==> src/rtl/idu_pkg.sv <==
// Shared definitions for the interrupt delivery unit.
// Assumes: one core and one exception request per instruction boundary.
package idu_pkg;

    localparam int CODE_W = 2;

    typedef enum logic [CODE_W-1:0] {
        EXC_NONE   = 2'b00,
        EXC_NMIRST = 2'b01,
        EXC_INT    = 2'b10
    } exc_code_e;

endpackage

==> src/rtl/idu_pending.sv <==
// Pending request store.
// Holds the sticky reset and NMI flags and the most recent maskable
// level. A request that arrives in the same cycle as a service clear
// wins, so that it is not lost.
// Assumes: the request inputs are one-cycle pulses that are already in
// the clock domain of this block.
module idu_pending #(
    parameter int LVL_W = 6
) (
    input  logic             clk,
    input  logic             rst_n,
    input  logic             rst_req_i,
    input  logic             nmi_req_i,
    input  logic             lvl_vld_i,
    input  logic [LVL_W-1:0] lvl_i,
    input  logic             clr_rst_i,
    input  logic             clr_nmi_i,
    input  logic             clr_lvl_i,
    output logic             pend_rst_o,
    output logic             pend_nmi_o,
    output logic             pend_lvl_o,
    output logic [LVL_W-1:0] pend_lvl_val_o
);

    localparam int N_STICKY = 2;

    logic [N_STICKY-1:0] set_vec;
    logic [N_STICKY-1:0] clr_vec;
    logic [N_STICKY-1:0] flag_q;

    // Put the two sticky request sources side by side.
    always_comb begin
        set_vec = {nmi_req_i, rst_req_i};
        clr_vec = {clr_nmi_i, clr_rst_i};
    end

    // Reset and NMI flags work the same way, so build them in a loop.
    genvar g;
    generate
        for (g = 0; g < N_STICKY; g++) begin : g_sticky
            // Set on arrival and clear on service; arrival has priority.
            always_ff @(posedge clk) begin
                if (!rst_n)
                    flag_q[g] <= 1'b0;
                else if (set_vec[g])
                    flag_q[g] <= 1'b1;
                else if (clr_vec[g])
                    flag_q[g] <= 1'b0;
            end
        end
    endgenerate

    logic             lvl_pend_q;
    logic [LVL_W-1:0] lvl_val_q;

    // Pending level: a new value replaces the old one; it is dropped on
    // service unless a new value arrives in the same cycle.
    always_ff @(posedge clk) begin
        if (!rst_n) begin
            lvl_pend_q <= 1'b0;
            lvl_val_q  <= '0;
        end else if (lvl_vld_i) begin
            lvl_pend_q <= 1'b1;
            lvl_val_q  <= lvl_i;
        end else if (clr_lvl_i) begin
            lvl_pend_q <= 1'b0;
        end
    end

    // Drive the outputs from the stored state.
    always_comb begin
        pend_rst_o     = flag_q[0];
        pend_nmi_o     = flag_q[1];
        pend_lvl_o     = lvl_pend_q;
        pend_lvl_val_o = lvl_val_q;
    end

endmodule

==> src/rtl/idu_arbiter.sv <==
// Boundary evaluator.
// At an instruction boundary it picks the pending request with the
// highest priority (reset, then NMI, then level). It works out the
// cause-field write, the enable and mask check, and which pending
// request to retire.
// Assumes: it is purely combinational, and its results are registered
// by the caller.
module idu_arbiter
    import idu_pkg::*;
#(
    parameter int LVL_W = 6
) (
    input  logic             boundary_i,
    input  logic             pend_rst_i,
    input  logic             pend_nmi_i,
    input  logic             pend_lvl_i,
    input  logic [LVL_W-1:0] pend_lvl_val_i,
    input  logic             sr_ie_i,
    input  logic [LVL_W-1:0] sr_im_i,
    output logic             clr_rst_o,
    output logic             clr_nmi_o,
    output logic             clr_lvl_o,
    output logic             cause_wr_o,
    output logic [LVL_W-1:0] cause_val_o,
    output logic             fire_o,
    output exc_code_e        code_o
);

    logic lvl_is_eoi;
    logic lvl_allowed;

    // Classify the pending level: an end-of-interrupt, or whether it
    // passes the enable and mask check.
    always_comb begin
        lvl_is_eoi  = (pend_lvl_val_i == '0);
        lvl_allowed = sr_ie_i && ((pend_lvl_val_i & sr_im_i) != '0);
    end

    // Fixed-priority selection; at most one request is serviced.
    always_comb begin
        clr_rst_o   = 1'b0;
        clr_nmi_o   = 1'b0;
        clr_lvl_o   = 1'b0;
        cause_wr_o  = 1'b0;
        cause_val_o = '0;
        fire_o      = 1'b0;
        code_o      = EXC_NONE;
        if (boundary_i) begin
            if (pend_rst_i) begin
                clr_rst_o = 1'b1;
                fire_o    = 1'b1;
                code_o    = EXC_NMIRST;
            end else if (pend_nmi_i) begin
                clr_nmi_o = 1'b1;
                fire_o    = 1'b1;
                code_o    = EXC_NMIRST;
            end else if (pend_lvl_i) begin
                // The cause field is cleared and then loaded with the
                // level, which comes to writing the level itself.
                cause_wr_o  = 1'b1;
                cause_val_o = pend_lvl_val_i;
                if (lvl_is_eoi) begin
                    clr_lvl_o = 1'b1;
                end else if (lvl_allowed) begin
                    clr_lvl_o = 1'b1;
                    fire_o    = 1'b1;
                    code_o    = EXC_INT;
                end
            end
        end
    end

endmodule

==> src/rtl/idu_out_stage.sv <==
// Output registers.
// Holds the cause hardware-interrupt field and turns the evaluator's
// decision into a one-cycle exception pulse with its code.
// Assumes: fire_i is high only in an evaluation cycle.
module idu_out_stage
    import idu_pkg::*;
#(
    parameter int LVL_W = 6
) (
    input  logic             clk,
    input  logic             rst_n,
    input  logic             cause_wr_i,
    input  logic [LVL_W-1:0] cause_val_i,
    input  logic             fire_i,
    input  exc_code_e        code_i,
    output logic             exc_valid_o,
    output exc_code_e        exc_code_o,
    output logic [LVL_W-1:0] cause_ip_o
);

    // Cause field: loaded only when a level is evaluated.
    always_ff @(posedge clk) begin
        if (!rst_n)
            cause_ip_o <= '0;
        else if (cause_wr_i)
            cause_ip_o <= cause_val_i;
    end

    // Exception pulse: follows the evaluator for one cycle at a time.
    always_ff @(posedge clk) begin
        if (!rst_n) begin
            exc_valid_o <= 1'b0;
            exc_code_o  <= EXC_NONE;
        end else begin
            exc_valid_o <= fire_i;
            exc_code_o  <= fire_i ? code_i : EXC_NONE;
        end
    end

endmodule

==> src/rtl/irq_delivery_unit.sv <==
// Interrupt delivery unit (top).
// Latches reset, NMI and maskable-level requests and evaluates them at
// instruction boundaries. It updates the cause interrupt field and
// raises a one-cycle exception request toward a single core.
// Assumes: the core supplies a one-cycle boundary strobe and the live
// status-register enable and mask bits.
module irq_delivery_unit
    import idu_pkg::*;
#(
    parameter int LVL_W = 6
) (
    input  logic              clk,
    input  logic              rst_n,
    input  logic              rst_req_i,
    input  logic              nmi_req_i,
    input  logic              lvl_vld_i,
    input  logic [LVL_W-1:0]  lvl_i,
    input  logic              boundary_i,
    input  logic              sr_ie_i,
    input  logic [LVL_W-1:0]  sr_im_i,
    output logic              exc_valid_o,
    output logic [CODE_W-1:0] exc_code_o,
    output logic [LVL_W-1:0]  cause_ip_o
);

    logic             pend_rst;
    logic             pend_nmi;
    logic             pend_lvl;
    logic [LVL_W-1:0] pend_lvl_val;
    logic             clr_rst;
    logic             clr_nmi;
    logic             clr_lvl;
    logic             cause_wr;
    logic [LVL_W-1:0] cause_val;
    logic             fire;
    exc_code_e        fire_code;
    exc_code_e        code_q;

    idu_pending #(.LVL_W(LVL_W)) u_pending (
        .clk            (clk),
        .rst_n          (rst_n),
        .rst_req_i      (rst_req_i),
        .nmi_req_i      (nmi_req_i),
        .lvl_vld_i      (lvl_vld_i),
        .lvl_i          (lvl_i),
        .clr_rst_i      (clr_rst),
        .clr_nmi_i      (clr_nmi),
        .clr_lvl_i      (clr_lvl),
        .pend_rst_o     (pend_rst),
        .pend_nmi_o     (pend_nmi),
        .pend_lvl_o     (pend_lvl),
        .pend_lvl_val_o (pend_lvl_val)
    );

    idu_arbiter #(.LVL_W(LVL_W)) u_arbiter (
        .boundary_i     (boundary_i),
        .pend_rst_i     (pend_rst),
        .pend_nmi_i     (pend_nmi),
        .pend_lvl_i     (pend_lvl),
        .pend_lvl_val_i (pend_lvl_val),
        .sr_ie_i        (sr_ie_i),
        .sr_im_i        (sr_im_i),
        .clr_rst_o      (clr_rst),
        .clr_nmi_o      (clr_nmi),
        .clr_lvl_o      (clr_lvl),
        .cause_wr_o     (cause_wr),
        .cause_val_o    (cause_val),
        .fire_o         (fire),
        .code_o         (fire_code)
    );

    idu_out_stage #(.LVL_W(LVL_W)) u_out (
        .clk         (clk),
        .rst_n       (rst_n),
        .cause_wr_i  (cause_wr),
        .cause_val_i (cause_val),
        .fire_i      (fire),
        .code_i      (fire_code),
        .exc_valid_o (exc_valid_o),
        .exc_code_o  (code_q),
        .cause_ip_o  (cause_ip_o)
    );

    // Present the enumerated code on a plain vector port.
    always_comb exc_code_o = code_q;

endmodule

==> config.mk <==
export PLATFORM = sky130hd
export DESIGN_NAME = irq_delivery_unit
export DESIGN_NICKNAME = d
export VERILOG_FILES = /design/src/rtl/idu_pkg.sv /design/src/rtl/idu_pending.sv /design/src/rtl/idu_arbiter.sv /design/src/rtl/idu_out_stage.sv /design/src/rtl/irq_delivery_unit.sv
export SDC_FILE = /design/constraint.sdc
export NUM_CORES = 1
export LEC_CHECK = 0
export ABC_CLOCK_PERIOD_IN_PS = 5500
export CAP_MARGIN = 20
export CORE_MARGIN = 5
export CORE_UTILIZATION = 45
export CTS_BUF_LIST = sky130_fd_sc_hd__clkbuf_2 sky130_fd_sc_hd__clkbuf_4 sky130_fd_sc_hd__clkbuf_8
export CTS_CLUSTER_DIAMETER = 50
export DETAILED_ROUTE_END_ITERATION = 10
export DONT_BUFFER_PORTS = 1
export HOLD_SLACK_MARGIN = 0.02
export PLACE_DENSITY_LB_ADDON = 0.25
export SLEW_MARGIN = 20
export SYNTH_ARGS = -nofsm -noshare
export SYNTH_HDL_FRONTEND = slang
export SYNTH_SLANG_ARGS = --single-unit
==> constraint.sdc <==
create_clock -name clk -period 5.5 [get_ports clk]
set_clock_uncertainty 0.2 [all_clocks]
set_input_delay 0.55 -clock clk [delete_from_list [all_inputs] [get_ports clk]]
set_output_delay 0.55 -clock clk [all_outputs]
set_load 0.05 [all_outputs]
-- Word-level counts from Yosys, hierarchy flattened
Index checks and enable logic that the tools add are counted.
- register bits: 18
- latch bits: 0
- memory bits (writable): 0
- memory bits (read-only): 0
- input port bits: 19
- output and inout port bits: 9
- memories: 0
- $add $sub $neg: 0
- multipliers: 0
- divide/modulo/power cells: 0
- order comparisons: 0
- eq/ne operators: 0
- shift-type cells: 0
- multiplexer cells: 35
- bitwise operators: 5
- reduce and logical (&&, ||, !) cells: 8
- operator list (cell ; count):
    2-to-1 mux 1 bit ; 30
    2-to-1 mux 6 bit ; 4
    OR reduction 7 bit ; 1
    AND 6 bit ; 1
    zero test 6 bit ; 1
    nonzero test 2 bit ; 3
    nonzero test 6 bit ; 1
    NOT 1 bit ; 4
    AND reduction 3 bit ; 1
    2-to-1 mux 2 bit ; 1
    logical AND 1 bit ; 1

-- Depth between registers and ports, before layout
- word-level depth: 11
- mapped depth: 4
- depth with buffers taken out: 3

-- Modules after synthesis
A second synthesis with hierarchy kept.
- cell total of the unflattened synthesis: 77
- area total of the unflattened synthesis: 807.0 µm²
- by module, submodules not included (module ; instances ; cells each ; area an instance (µm²) ; sequential area each (µm²)):
    idu_pending ; 1 ; 28 ; 330.3 ; 180.2
    idu_out_stage ; 1 ; 25 ; 307.8 ; 180.2
    idu_arbiter ; 1 ; 24 ; 168.9 ; 0.0

-- Worst setup path after synthesis
Ideal clock, no wire load.
- kind: register to register
- start point: register u_pending.lvl_val_q[5] (netlist: u_pending.pend_lvl_val_o[5])
- end point: register u_pending.lvl_pend_q (netlist: u_pending.pend_lvl_o)
- arrival time: 1.417 ns
- slack: 3.761 ns
- stages on the path, launching flop included: 4
- path buffers: 0
- clock period less this slack: 1.739 ns
- path through: dfxtp_1 -> or4_4 -> o311a_1 -> a221o_1
- word-level cells in the longest chain between the ends: 10
- elaborated cells on any way between the ends: 11
- RTL lines (what ; RTL line ; source):
    start: declaration ; idu_pending.sv:54 ; logic [LVL_W-1:0] lvl_val_q;
    start signal: assignment ; idu_pending.sv:64 ; lvl_val_q <= lvl_i;
    AND 6 bit ; idu_arbiter.sv:36 ; lvl_allowed = sr_ie_i && ((pend_lvl_val_i & sr_im_i) != '0);
    nonzero test 6 bit ; idu_arbiter.sv:36 ;
    logical AND 1 bit ; idu_arbiter.sv:36 ;
    2-to-1 mux 1 bit ; idu_arbiter.sv:64 ; end else if (lvl_allowed) begin
    2-to-1 mux 1 bit * ; idu_arbiter.sv:62 ; if (lvl_is_eoi) begin
    2-to-1 mux 1 bit * ; idu_arbiter.sv:57 ; end else if (pend_lvl_i) begin
    2-to-1 mux 1 bit * ; idu_arbiter.sv:53 ; end else if (pend_nmi_i) begin
    2-to-1 mux 1 bit * ; idu_arbiter.sv:49 ; if (pend_rst_i) begin
    2-to-1 mux 1 bit * ; idu_arbiter.sv:48 ; if (boundary_i) begin
    nonzero test 2 bit (no source line) * ; n/a ;
    end signal: assignment ; idu_pending.sv:60 ; lvl_pend_q <= 1'b0;
    end signal: assignment ; idu_pending.sv:63 ; lvl_pend_q <= 1'b1;
    end signal: assignment ; idu_pending.sv:66 ; lvl_pend_q <= 1'b0;
    end: declaration ; idu_pending.sv:53 ; logic lvl_pend_q;
Mark *: on every way between the ends. The rest lies on a longest branch, timed or not.
A chain may end at the register's enable or synchronous reset.

-- Worst setup path after layout
- start point: register u_pending.flag_q[0] (netlist: u_pending.pend_rst_o)
- end point: register u_pending.lvl_pend_q (netlist: u_pending.pend_lvl_o)
- word-level cells in the longest chain between the ends: 3
- RTL lines (what ; RTL line ; source):
    start: declaration ; idu_pending.sv:29 ; logic [N_STICKY-1:0] flag_q;
    start signal: indexed assignment ; idu_pending.sv:44 ; flag_q[g] <= 1'b0;
    start signal: indexed assignment ; idu_pending.sv:46 ; flag_q[g] <= 1'b1;
    start signal: indexed assignment ; idu_pending.sv:48 ; flag_q[g] <= 1'b0;
    2-to-1 mux 1 bit ; idu_arbiter.sv:49 ;
    2-to-1 mux 1 bit ; idu_arbiter.sv:48 ;
    nonzero test 2 bit (no source line) ; n/a ;
No other way between the ends.

==> impl_metrics.tcl <==
set metrics [dict create \
    status "finished, final reports clean" \
    cp.arrival_ns 1.92 \
    syn_area_um2 724 \
    max_slew_margin_pct 32.3 \
    worst_setup_path_start_kind "flip-flop" \
    rsz0062_at_grt "no" \
    path_depth 3 \
    chipWidth_um 50.1 \
    die_h_um 50.1 \
    crit_family "simple AND/OR/NAND/NOR gates" \
    synth_flop_cell "dfxtp_1" \
    port_buffers 0 \
    ys_top_cells_by_count "dfxtp_1, nor2b_1, mux2i_1, clkbuf_1" \
    reg2reg_slack_ns 3.55 \
    fin_util_pct 49.7 \
    wl_met3_um 120 \
    top_layer "met4" \
    drc 0 \
    syn_avg_cell_area_um2 11.0 \
    grt_pass1_vias 503 \
    tightest_slew_ns 1.00 \
    max_clock_freq_mhz 513 \
    synth_edf_count 0 \
    finalHoldViolCount 0 \
    diodes 0 \
    synth.top_cell.area_share_pct 49.7 \
    max-vdd-ir-drop_uv 149 \
    num-nets-final 86 \
    yosysMostFrequentCell "dfxtp_1" \
    rows 14 \
    drt_pass1_iterations 2 \
    crit_end "u_pending.pend_lvl_o$_SDFFE_PN0P_" \
    reg2reg_to "u_pending.pend_lvl_o$_SDFFE_PN0P_" \
    grt_max_degree 20 \
    required_ns 5.47 \
    track_usage_pct 12.0 \
    hold_path.class "primary input to flip-flop" \
    holdWs_ns 0.187 \
    rr_worst_depth 3 \
    path_cells "nor4bb_2 -> nor2_1 -> a221o_1" \
    end_kind "flip-flop" \
    synthTopCellsByArea "dfxtp_1, mux2i_1, nor2b_1" \
    startpoint "u_pending.pend_rst_o$_SDFFE_PN0P_" \
    cts_root_buf "clkbuf_4" \
    finalCriticalPeriod_ns 1.95 \
    syn_inst 66 \
    yosysWarnings 0 \
    setup_viol 0 \
    leakagePower_nw 0.298 \
    cts_sinks 18 \
    async_reset_ff_share_pct 0 \
    yosysTopAreaCell "dfxtp_1" \
    cts-resized-gates 0 \
    antenna_found_initial 0 \
    route.vias.total 469 \
    finalMaxSlewViolations 0 \
    initial_utilization_pct 47.5 \
    r2r-start "u_pending.pend_rst_o$_SDFFE_PN0P_" \
    overflow 0 \
    power_uw 231 \
    wl_met2_um 574 \
    finalCritPeriodShare_pct 35.5 \
    cts.clk_slew.worst_paths_ns 0.08 \
    synth_seq_area_share_pct 49.7 \
    antenna_left 0 \
    num-fill-cells 150 \
    core_area_um2 1520 \
    cts_buffer_depth 2 \
    crit_buf_inv 0 \
    wl_mm 1.34 \
    hold_buffers 0 \
    cts_buffers 3 \
    clkLatencyLatePin_ns 0.28 \
    pwr_density_cell_nw_per_um2 306 \
    via_per_inst 5.79 \
    cts_htree_levels 1 \
    syn2layout_area_growth_pct 4.49 \
    path_class "flip-flop to flip-flop" \
    wl_met1_um 613 \
    drv_cap 0 \
    path_max_fanout 7 \
    cp_slowest_stage_delay_ns 0.89 \
    cts_tree "built" \
    syn-num-nets 85 \
    grt_pass1_wl_mm 2.29 \
    postCtsSetupBuffers 0 \
    ys_seq_elements 18 \
    ios 28 \
    crit_path_top_delay_cell "nor4bb_2" \
    setup_tns_ns 0 \
    drt_first_iter_violations 3 \
    place_congestion 0.713 \
    wl_per_cell_um 16.5 \
    synth.distinct_cells 21 \
    die_area_um2 2510 \
    drive_gt1_share_pct 9.23 \
]
## report_power, final
group,internal (mW),switching [mW]
Combinational,0.0138,0.00734
Clock,0.0254,0.0349
Sequential,0.137,0.0129
## flip-flops by register name (all words and copies together) (netlist names)
name	count
u_out.cause_ip_o	6
u_out.exc_code_o	2
u_out.exc_valid_o	1
u_pending.pend_lvl_o	1
u_pending.pend_lvl_val_o	6
u_pending.pend_nmi_o	1
u_pending.pend_rst_o	1
## cells by family after synthesis
kind of cell	share of synthesized area [%]
AO/OA/AOI/OAI	12.8
buffers and inverters	2.24
flip-flops	49.7
multiplexers	16.6
AND/OR/NAND/NOR	18.7
## worst reg2reg max path: stages, from the launching register on
cell and delay [ns]:
dfxtp_1 0.35, nor4bb_2 0.89, nor2_1 0.11, a221o_1 0.29
## placed cells by master, fill, tap and decap left out
| master | netlist | routed |
|---|---|---|
| a21oi_1 | 1 | 1 |
| a221o_1 | 1 | 1 |
| o21bai_1 | 1 | 1 |
| mux2i_1 | 12 | 12 |
| o31ai_1 | 2 | 2 |
| or4_4 | 1 | 1 |
| nand2_1 | 1 | 1 |
| nor4_1 | 1 | 1 |
| a22o_1 | 2 | 2 |
| o21a_1 | 1 | 1 |
| nor4bb_2 | 0 | 1 |
| and3_1 | 1 | 1 |
| nor2_1 | 1 | 1 |
| nor2b_1 | 14 | 14 |
| o211a_1 | 1 | 1 |
| nand2b_1 | 1 | 1 |
| clkbuf_4 | 0 | 3 |
| a22o_2 | 1 | 1 |
| o311a_1 | 1 | 1 |
| dfxtp_1 | 18 | 18 |
## cell type report
class	count	area, µm²	area share [%]
flip-flops and latches	18	360	47.6
multi-input cells	44	354	46.8
well taps	16	20.0	2.64
clock buffers	3	22.5	2.98
## worst min path at each step
stage                                      startpoint                                end  slack (ns)  depth (start not counted)
floorplan           u_pending.pend_nmi_o$_SDFFE_PN0P_     u_out.exc_code_o[1]$_SDFF_PP0_        0.25                          1
global placement    u_pending.pend_nmi_o$_SDFFE_PN0P_     u_out.exc_code_o[1]$_SDFF_PP0_        0.29                          1
detailed placement  u_pending.pend_nmi_o$_SDFFE_PN0P_     u_out.exc_code_o[1]$_SDFF_PP0_        0.30                          1
CTS                                             rst_n  u_pending.pend_rst_o$_SDFFE_PN0P_        0.18                          1
global route                                    rst_n  u_pending.pend_rst_o$_SDFFE_PN0P_        0.16                          1
finish                                          rst_n  u_pending.pend_rst_o$_SDFFE_PN0P_        0.19                          1
## layer usage
layer / global-route usage [%] / vias up
met5: 0 / -
met4: 6.55 / 0
met3: 5.42 / 4
met2: 17.8 / 19
met1: 14.4 / 211
li1: - / 235
## through the flow
step	setup WS, ns	cell area [µm²]	std cells
after detailed placement	3.45	734	78
after floorplan	3.76	724	66
final	3.55	757	81
after global placement	3.49	734	78
after global routing	3.41	757	81
after CTS	3.54	757	81
No activity file was read; power rests on OpenSTA's default activity.
